**src/rtl/rvl_pkg.sv**
```systemverilog
package rvl_pkg;

    localparam logic [2:0] OP_AND  = 3'd0;
    localparam logic [2:0] OP_OR   = 3'd1;
    localparam logic [2:0] OP_XOR  = 3'd2;
    localparam logic [2:0] OP_NOTA = 3'd3;
    localparam logic [2:0] OP_NAND = 3'd4;
    localparam logic [2:0] OP_NOR  = 3'd5;

    typedef enum logic [1:0] {
        ST_IDLE = 2'd0,
        ST_P1   = 2'd1,
        ST_P2   = 2'd2,
        ST_P3   = 2'd3
    } seq_e;

    // control fields captured at launch
    typedef struct packed {
        logic [2:0] op;
        logic       corr_mode;
        logic [2:0] flt_pass;
    } job_t;

    function automatic logic op_valid(input logic [2:0] op);
        return op <= OP_NOR;
    endfunction

    function automatic logic slice_fn(input logic [2:0] op, input logic a, input logic b);
        case (op)
            OP_AND:  return a & b;
            OP_OR:   return a | b;
            OP_XOR:  return a ^ b;
            OP_NOTA: return ~a;
            OP_NAND: return ~(a & b);
            OP_NOR:  return ~(a | b);
            default: return 1'b0;
        endcase
    endfunction

endpackage

```
**src/rtl/rvl_rot.sv**
```systemverilog
// Circular rotation by 0, 1 or 2 positions; LEFT selects direction.
module rvl_rot #(
    parameter int N    = 8,
    parameter bit LEFT = 1'b1
) (
    input  logic [N-1:0] din,
    input  logic [1:0]   amt,
    output logic [N-1:0] dout
);
    for (genvar j = 0; j < N; j++) begin : g_bit
        localparam int SRC1 = LEFT ? (j + N - 1) % N : (j + 1) % N;
        localparam int SRC2 = LEFT ? (j + N - 2) % N : (j + 2) % N;
        assign dout[j] = (amt == 2'd1) ? din[SRC1] :
                         (amt == 2'd2) ? din[SRC2] : din[j];
    end
endmodule

```
**src/rtl/rvl_slices.sv**
```systemverilog
// N identical one-bit logic slices with per-slice output inversion.
module rvl_slices
    import rvl_pkg::*;
#(
    parameter int N = 8
) (
    input  logic [2:0]   op,
    input  logic [N-1:0] a,
    input  logic [N-1:0] b,
    input  logic [N-1:0] flt,
    output logic [N-1:0] y
);
    logic vld;
    assign vld = op_valid(op);

    for (genvar i = 0; i < N; i++) begin : g_slice
        assign y[i] = vld & (slice_fn(op, a[i], b[i]) ^ flt[i]);
    end
endmodule

```
**src/rtl/rvl_vote.sv**
```systemverilog
// Majority, disagreement map and adjacent-pair finder over aligned copies.
module rvl_vote #(
    parameter int N = 8,
    localparam int IW = $clog2(N)
) (
    input  logic [N-1:0]  x,
    input  logic [N-1:0]  y,
    input  logic [N-1:0]  z,
    output logic [N-1:0]  maj,
    output logic [N-1:0]  diff,
    output logic [IW-1:0] low_idx,
    output logic          pair_hit,
    output logic [IW-1:0] pair_idx
);
    logic [N-1:0] dxy;
    logic [N-1:0] adj;

    assign dxy  = x ^ y;
    assign maj  = (x & y) | (x & z) | (y & z);
    assign diff = dxy | (x ^ z) | (y ^ z);

    // adj[i]: positions i and i-1 (mod N) both disagree
    for (genvar i = 0; i < N; i++) begin : g_adj
        localparam int PRV = (i + N - 1) % N;
        assign adj[i] = dxy[i] & dxy[PRV];
    end

    always_comb begin
        low_idx = '0;
        for (int i = N - 1; i >= 0; i--) begin
            if (diff[i]) low_idx = IW'(i);
        end
    end

    always_comb begin
        pair_idx = '0;
        for (int i = N - 1; i >= 0; i--) begin
            if (adj[i]) pair_idx = IW'(i);
        end
    end

    assign pair_hit = ($countones(dxy) == 2) && (|adj);
endmodule

```
**src/rtl/rot_vote_logic.sv**
```systemverilog
module rot_vote_logic
    import rvl_pkg::*;
#(
    parameter int N = 8,
    localparam int IW = $clog2(N)
) (
    input  logic          clk,
    input  logic          rst,
    input  logic          start,
    input  logic [2:0]    op_sel,
    input  logic [N-1:0]  opnd_a,
    input  logic [N-1:0]  opnd_b,
    input  logic          corr_en,
    input  logic [N-1:0]  flt_mask,
    input  logic [2:0]    flt_pass,
    output logic [N-1:0]  res,
    output logic          done,
    output logic          err_det,
    output logic          err_cor,
    output logic [IW-1:0] sus_idx
);
    seq_e         st;
    job_t         job;
    logic [N-1:0] a_q, b_q, fm_q;
    logic [N-1:0] r1_q, r2_q;

    logic [1:0]   amt;
    logic         pass_flt;
    logic [N-1:0] a_rot, b_rot, slc_out, cur;
    logic [N-1:0] vy, maj, diff, flip;
    logic [IW-1:0] low_idx, pair_idx;
    logic         pair_hit, finish2;

    always_comb begin
        case (st)
            ST_P2:   amt = 2'd1;
            ST_P3:   amt = 2'd2;
            default: amt = 2'd0;
        endcase
        pass_flt = ((st == ST_P1) & job.flt_pass[0]) |
                   ((st == ST_P2) & job.flt_pass[1]) |
                   ((st == ST_P3) & job.flt_pass[2]);
    end

    rvl_rot #(.N(N), .LEFT(1'b1)) u_rot_a (.din(a_q), .amt(amt), .dout(a_rot));
    rvl_rot #(.N(N), .LEFT(1'b1)) u_rot_b (.din(b_q), .amt(amt), .dout(b_rot));

    rvl_slices #(.N(N)) u_slices (
        .op  (job.op),
        .a   (a_rot),
        .b   (b_rot),
        .flt (pass_flt ? fm_q : '0),
        .y   (slc_out)
    );

    rvl_rot #(.N(N), .LEFT(1'b0)) u_align (.din(slc_out), .amt(amt), .dout(cur));

    // pass two compares r1 against the live copy; pass three votes all three
    assign vy = (st == ST_P3) ? r2_q : cur;

    rvl_vote #(.N(N)) u_vote (
        .x        (r1_q),
        .y        (vy),
        .z        (cur),
        .maj      (maj),
        .diff     (diff),
        .low_idx  (low_idx),
        .pair_hit (pair_hit),
        .pair_idx (pair_idx)
    );

    assign flip    = {{(N-1){1'b0}}, 1'b1} << pair_idx;
    assign finish2 = !job.corr_mode || (diff == '0) || pair_hit;

    always_ff @(posedge clk) begin
        if (rst) begin
            st      <= ST_IDLE;
            job     <= '0;
            a_q     <= '0;
            b_q     <= '0;
            fm_q    <= '0;
            r1_q    <= '0;
            r2_q    <= '0;
            res     <= '0;
            done    <= 1'b0;
            err_det <= 1'b0;
            err_cor <= 1'b0;
            sus_idx <= '0;
        end else begin
            done <= 1'b0;
            case (st)
                ST_IDLE: begin
                    if (start) begin
                        job  <= '{op: op_sel, corr_mode: corr_en, flt_pass: flt_pass};
                        a_q  <= opnd_a;
                        b_q  <= opnd_b;
                        fm_q <= flt_mask;
                        st   <= ST_P1;
                    end
                end
                ST_P1: begin
                    r1_q <= cur;
                    st   <= ST_P2;
                end
                ST_P2: begin
                    if (finish2) begin
                        res     <= (job.corr_mode && pair_hit) ? (r1_q ^ flip) : r1_q;
                        err_det <= |diff;
                        err_cor <= job.corr_mode && pair_hit;
                        sus_idx <= low_idx;
                        done    <= 1'b1;
                        st      <= ST_IDLE;
                    end else begin
                        r2_q <= cur;
                        st   <= ST_P3;
                    end
                end
                default: begin
                    res     <= maj;
                    err_det <= |diff;
                    err_cor <= |(maj ^ r1_q);
                    sus_idx <= low_idx;
                    done    <= 1'b1;
                    st      <= ST_IDLE;
                end
            endcase
        end
    end

    assert_done_pulse_R4: assert property (@(posedge clk) disable iff (rst)
        done |=> !done);

    assert_busy_start_ignored_R5: assert property (@(posedge clk) disable iff (rst)
        (start && st != ST_IDLE) |=> ($stable(a_q) && $stable(b_q) && $stable(job)));

    assert_detect_mode_no_cor_R7: assert property (@(posedge clk) disable iff (rst)
        (done && !job.corr_mode) |-> !err_cor);

    assert_cor_implies_det_R9: assert property (@(posedge clk) disable iff (rst)
        err_cor |-> err_det);

    assert_clean_result_R11: assert property (@(posedge clk) disable iff (rst)
        (done && !err_det) |-> (res == r1_q && sus_idx == '0));

endmodule

```
**config.mk**
```make
export PLATFORM = sky130hd
export DESIGN_NAME = rot_vote_logic
export DESIGN_NICKNAME = d
export VERILOG_FILES = /design/src/rtl/rvl_pkg.sv /design/src/rtl/rvl_rot.sv /design/src/rtl/rvl_slices.sv /design/src/rtl/rvl_vote.sv /design/src/rtl/rot_vote_logic.sv
export SDC_FILE = /design/constraint.sdc
export NUM_CORES = 1
export LEC_CHECK = 0
export ABC_CLOCK_PERIOD_IN_PS = 9000
export BUFFER_PORTS_ARGS = -buffer_cell sky130_fd_sc_hd__buf_4
export CAP_MARGIN = 10
export CORE_MARGIN = 5
export CORE_UTILIZATION = 61
export DETAILED_ROUTE_END_ITERATION = 16
export PLACE_DENSITY_LB_ADDON = 0.25
export SLEW_MARGIN = 5
export SYNTH_ARGS = -nofsm -noshare
export SYNTH_HDL_FRONTEND = slang
export SYNTH_HIERARCHICAL = 1
export SYNTH_SLANG_ARGS = --single-unit
export TNS_END_PERCENT = 20
```
**constraint.sdc**
```tcl
create_clock -name clk -period 9 [get_ports clk]
set_clock_uncertainty 0.2 [all_clocks]
set_input_delay 1.35 -clock clk [delete_from_list [all_inputs] [get_ports clk]]
set_output_delay 1.35 -clock clk [all_outputs]
set_load 0.1 [all_outputs]
```
==> reports/results.txt <==
The run finished with clean final reports. The detailed-route DRC error count was 0; the routed wire length per instance was 18.15 um. The clock sink count came out at 63.

The final layout contains routed wiring with a total length of 14590 um. The tree is rooted in a clkbuf_8. The die covers 10870 um2. The library cell used most frequently in the layout, excluding fill and tap cells, is nand2_1. The logs give 25.85% for the worst relative slew slack and 27.3% for the share of power burned in the clock network. Summed over all nets, the switching power comes to 0.3606 mW.

The total overflow left after global routing is 0. Netlist area before placement: 5419 um2. Actual transition at the worst max-transition pin: 1.112 ns.

For the number of antenna violations at the first check in global routing, the log shows 0. Total of fill cells in the finished design: 722. The clock latency on the worst-skew pair was 0.35 ns; the critical path data required time was 9.04 ns.

The fraction of registers with async set/reset was 0%; the number of violations of the max-capacitance limit was 0. Clock-pin slew was measured on the worst setup and hold paths at 0.08 ns. The tools report the largest net degree at the start of global routing as 64. The post-layout net count was 773. The run gives 0 as the count of hold buffers inserted by post-cts repair. The largest individual stage delay along the critical path comes from the cell fa_1. After detailed placement, the total cell area comes to 5754 um2. Static timing analysis puts the maximum clock frequency at 118.2 MHz. The total instance count after detailed placement is 788. The tools report the count of placed standard cells in the final layout, fillers left out as 804. The run gives 23990 um as the first-pass GRT wire length. The logs give 0 for the number of hold-slack violations in the final timing report and 0.5382 ns for the final critical-path setup slack. After synthesis, flip-flops and latches occupy 23.27% of the total area. TritonCTS built the clock tree. In the synthesized netlist the dominant register cell turns out to be dfxtp_1. The floorplan step set the die width to 104.3 um.

The ratio of final minimum period to clock period works out to 94.02%. Global routing used 26.68% of the available tracks. After detailed routing, the number of vias per cell comes to 6.230. The netlist uses 69 different library cells.

Cells with a size suffix above 1 make up 17.24% of the layout. The setup TNS is 0 ns. The tools report the cell-internal power as 0.5696 mW.

The clock period minus worst slack works out to 8.462 ns. In this run, flip-flops and latches consume 33.8% of the power. The tightest hold path in the finished design has a slack of 0.2558 ns.

After floorplanning, the core was divided into 34 placement rows. The area added between synthesis and finish was 9.975%; the maximum single-stage delay on the critical path was 0.55 ns. The power per unit of standard cell area is 156.1 nW/um2, and the critical path arrival is 8.50 ns.

Once the floorplan was initialized, standard cells occupied 62.44% of the core. The critical-path maximum fanout was 40. In this run switching power makes up 38.77% of total power. Buffer levels on the longest clock path: 2.

In this run, the number of DRC markers left after iteration 0 of detailed routing was 373. The logs give 0.9303 mW for the power after layout and 0 for the final-report max-slew violation count. The category of the worst setup path launch point was a flip-flop. For the final cell utilization of the core, the log shows 68.67%.

For the core footprint, the log shows 8678 um2. Buffers placed on the I/O ports in this run total 47. The H-tree was split into 3 levels.

By startpoint and endpoint, the worst setup path is classified as reg2reg. The reported leakage power is 2.269 nW, and the number of global-route vias before repair is 4892. The tightest min-delay check is of the reg2reg type. Buffers inserted during clock tree synthesis total 9. The synthesized flop and latch total was 63; the number of flops mapped to enable cells by yosys was 0.

Once detailed placement completed, the half-perimeter wirelength came to 10840 um. Most frequent cell on the critical path: mux2i_1. At the end of routability-driven placement, the weighted congestion stood at 0.8719. The finished cells cover 5959 um2. Setup violations remaining at the end of the flow were counted as 0. Across the VDD grid, the largest voltage drop is 0.1129 mV.

The final route contains 5009 vias. STA classifies the critical path endpoint as a flip-flop. The I/O pin total is 48.

A synthesized cell averages 8.198 um2. The height of the die came out at 104.3 um. The net count after synthesis came out at 743. For this run, the detailed router's first-pass iteration total came to 5. The worst setup timing slack at the placement stage is 0.7106 ns, and the number of warnings printed during yosys synthesis is 6.

Setup repair after global routing left no endpoint under its margin. 0 antenna diodes ended up in the layout. Combinational logic burns 39.0% of the power. The gate count after technology mapping came out at 661. The top cell types in the final layout, fill and taps aside, are nand2_1, mux2i_1, a21oi_1. In this run the remaining antenna-violating nets after routing total 0.
registers in the layout (all words and copies together) (netlist names), 2 cells and up:
register  count
job           7
b_q           8
r2_q          8
res           8
r1_q          8
sus_idx       3
st            2
a_q           8
fm_q          8
worst paths after layout:
| kind | start | end | slack (ns) | depth (start not counted) |
|---|---|---|---|---|
| worst max-delay path | st[1]$_SDFFE_PP0P_ | res[3]$_SDFFE_PP0P_ | 0.54 | 30 |
| worst max register to register | st[1]$_SDFFE_PP0P_ | res[3]$_SDFFE_PP0P_ | 0.54 | 30 |
| worst min-delay path | fm_q[1]$_SDFFE_PP0P_ | fm_q[1]$_SDFFE_PP0P_ | 0.26 | 2 |
| worst min register to register | fm_q[1]$_SDFFE_PP0P_ | fm_q[1]$_SDFFE_PP0P_ | 0.26 | 2 |
logic make-up after synthesis:
kind of cell | after synthesis | share of synthesized area (%)
AOI/OAI and AO/OA | 153 | 17.80
and+or+nand+nor | 223 | 21.33
adders and majority gates | 48 | 11.64
DFF | 63 | 23.27
xor gates and xnor gates | 11 | 1.778
buffers and inverters | 71 | 6.904
muxes | 92 | 17.27
synthesized netlist by cell type (all sizes together), types with 2 or more instances:
cell | number | area, um2
o31a | 2 | 17.52
a211oi | 4 | 30.03
o22ai | 8 | 50.05
nand3b | 3 | 22.52
inv | 31 | 116.4
clkbuf | 16 | 63.81
and2 | 2 | 12.51
o21a | 8 | 61.31
a21o | 3 | 22.52
o21bai | 4 | 30.03
ha | 44 | 550.5
o21ai | 25 | 128.9
nor4 | 6 | 50.04
a311oi | 9 | 122.6
nor3b | 3 | 27.52
nor2 | 16 | 81.33
or4 | 3 | 30.03
fa | 4 | 80.08
nand4 | 3 | 18.77
nand2 | 108 | 410.4
a221oi | 2 | 23.77
or3 | 12 | 90.08
mux2i | 80 | 800.8
buf | 24 | 193.9
mux2 | 12 | 135.1
o211ai | 5 | 42.54
nand2b | 6 | 47.54
nand3 | 24 | 120.1
a21oi | 77 | 385.4
xnor2 | 11 | 96.34
nor2b | 12 | 75.07
nor3 | 19 | 116.4
dfxtp | 63 | 1261
what timing repair did:
action	4_1_cts	5_1_grt
gates resized for setup	0	1
setup buffers	0	0
setup endpoints to repair	0	1
per-layer routing:
layer,GRT usage [%],share of wire (%),wire [um]
met1,33.89,44,6395
met2,45.72,49,7136
met3,3.911,5.1,737
met4,9.621,2.2,323
met5,0,0,0
critical path: cells and delay by family, from the launching register on:
| family | cells | cell delay (ns) |
|---|---|---|
| AO/OA/AOI/OAI | 5 | 1.39 |
| adder cells (fa/ha/maj) | 7 | 2.91 |
| buffers and inverters | 6 | 0.93 |
| flip-flops | 1 | 0.54 |
| multiplexers | 7 | 1.35 |
| AND/OR/NAND/NOR | 5 | 1.03 |
power groups by stage:
| stage | registers, mW | logic (mW) | clock network, mW |
|---|---|---|---|
| after global placement | 0.319 | 0.339 | 0 |
| after floorplan | 0.334 | 0.251 | 0 |
| after global routing | 0.316 | 0.396 | 0.270 |
| final | 0.314 | 0.363 | 0.254 |
| after CTS | 0.314 | 0.359 | 0.256 |
| after detailed placement | 0.320 | 0.356 | 0 |
cell type report:
class / count / area, um2 / area share, %
Multi-Input combinational cell: 527 / 3791 / 63.62
Sequential cell: 63 / 1261 / 21.16
Timing Repair Buffer: 59 / 455.4 / 7.642
Tap cell: 108 / 135.1 / 2.267
Clock inverter: 4 / 55.05 / 0.9238
Clock buffer: 12 / 145.1 / 2.435
Inverter: 31 / 116.4 / 1.953
No activity file was read; power rests on OpenSTA's default activity.
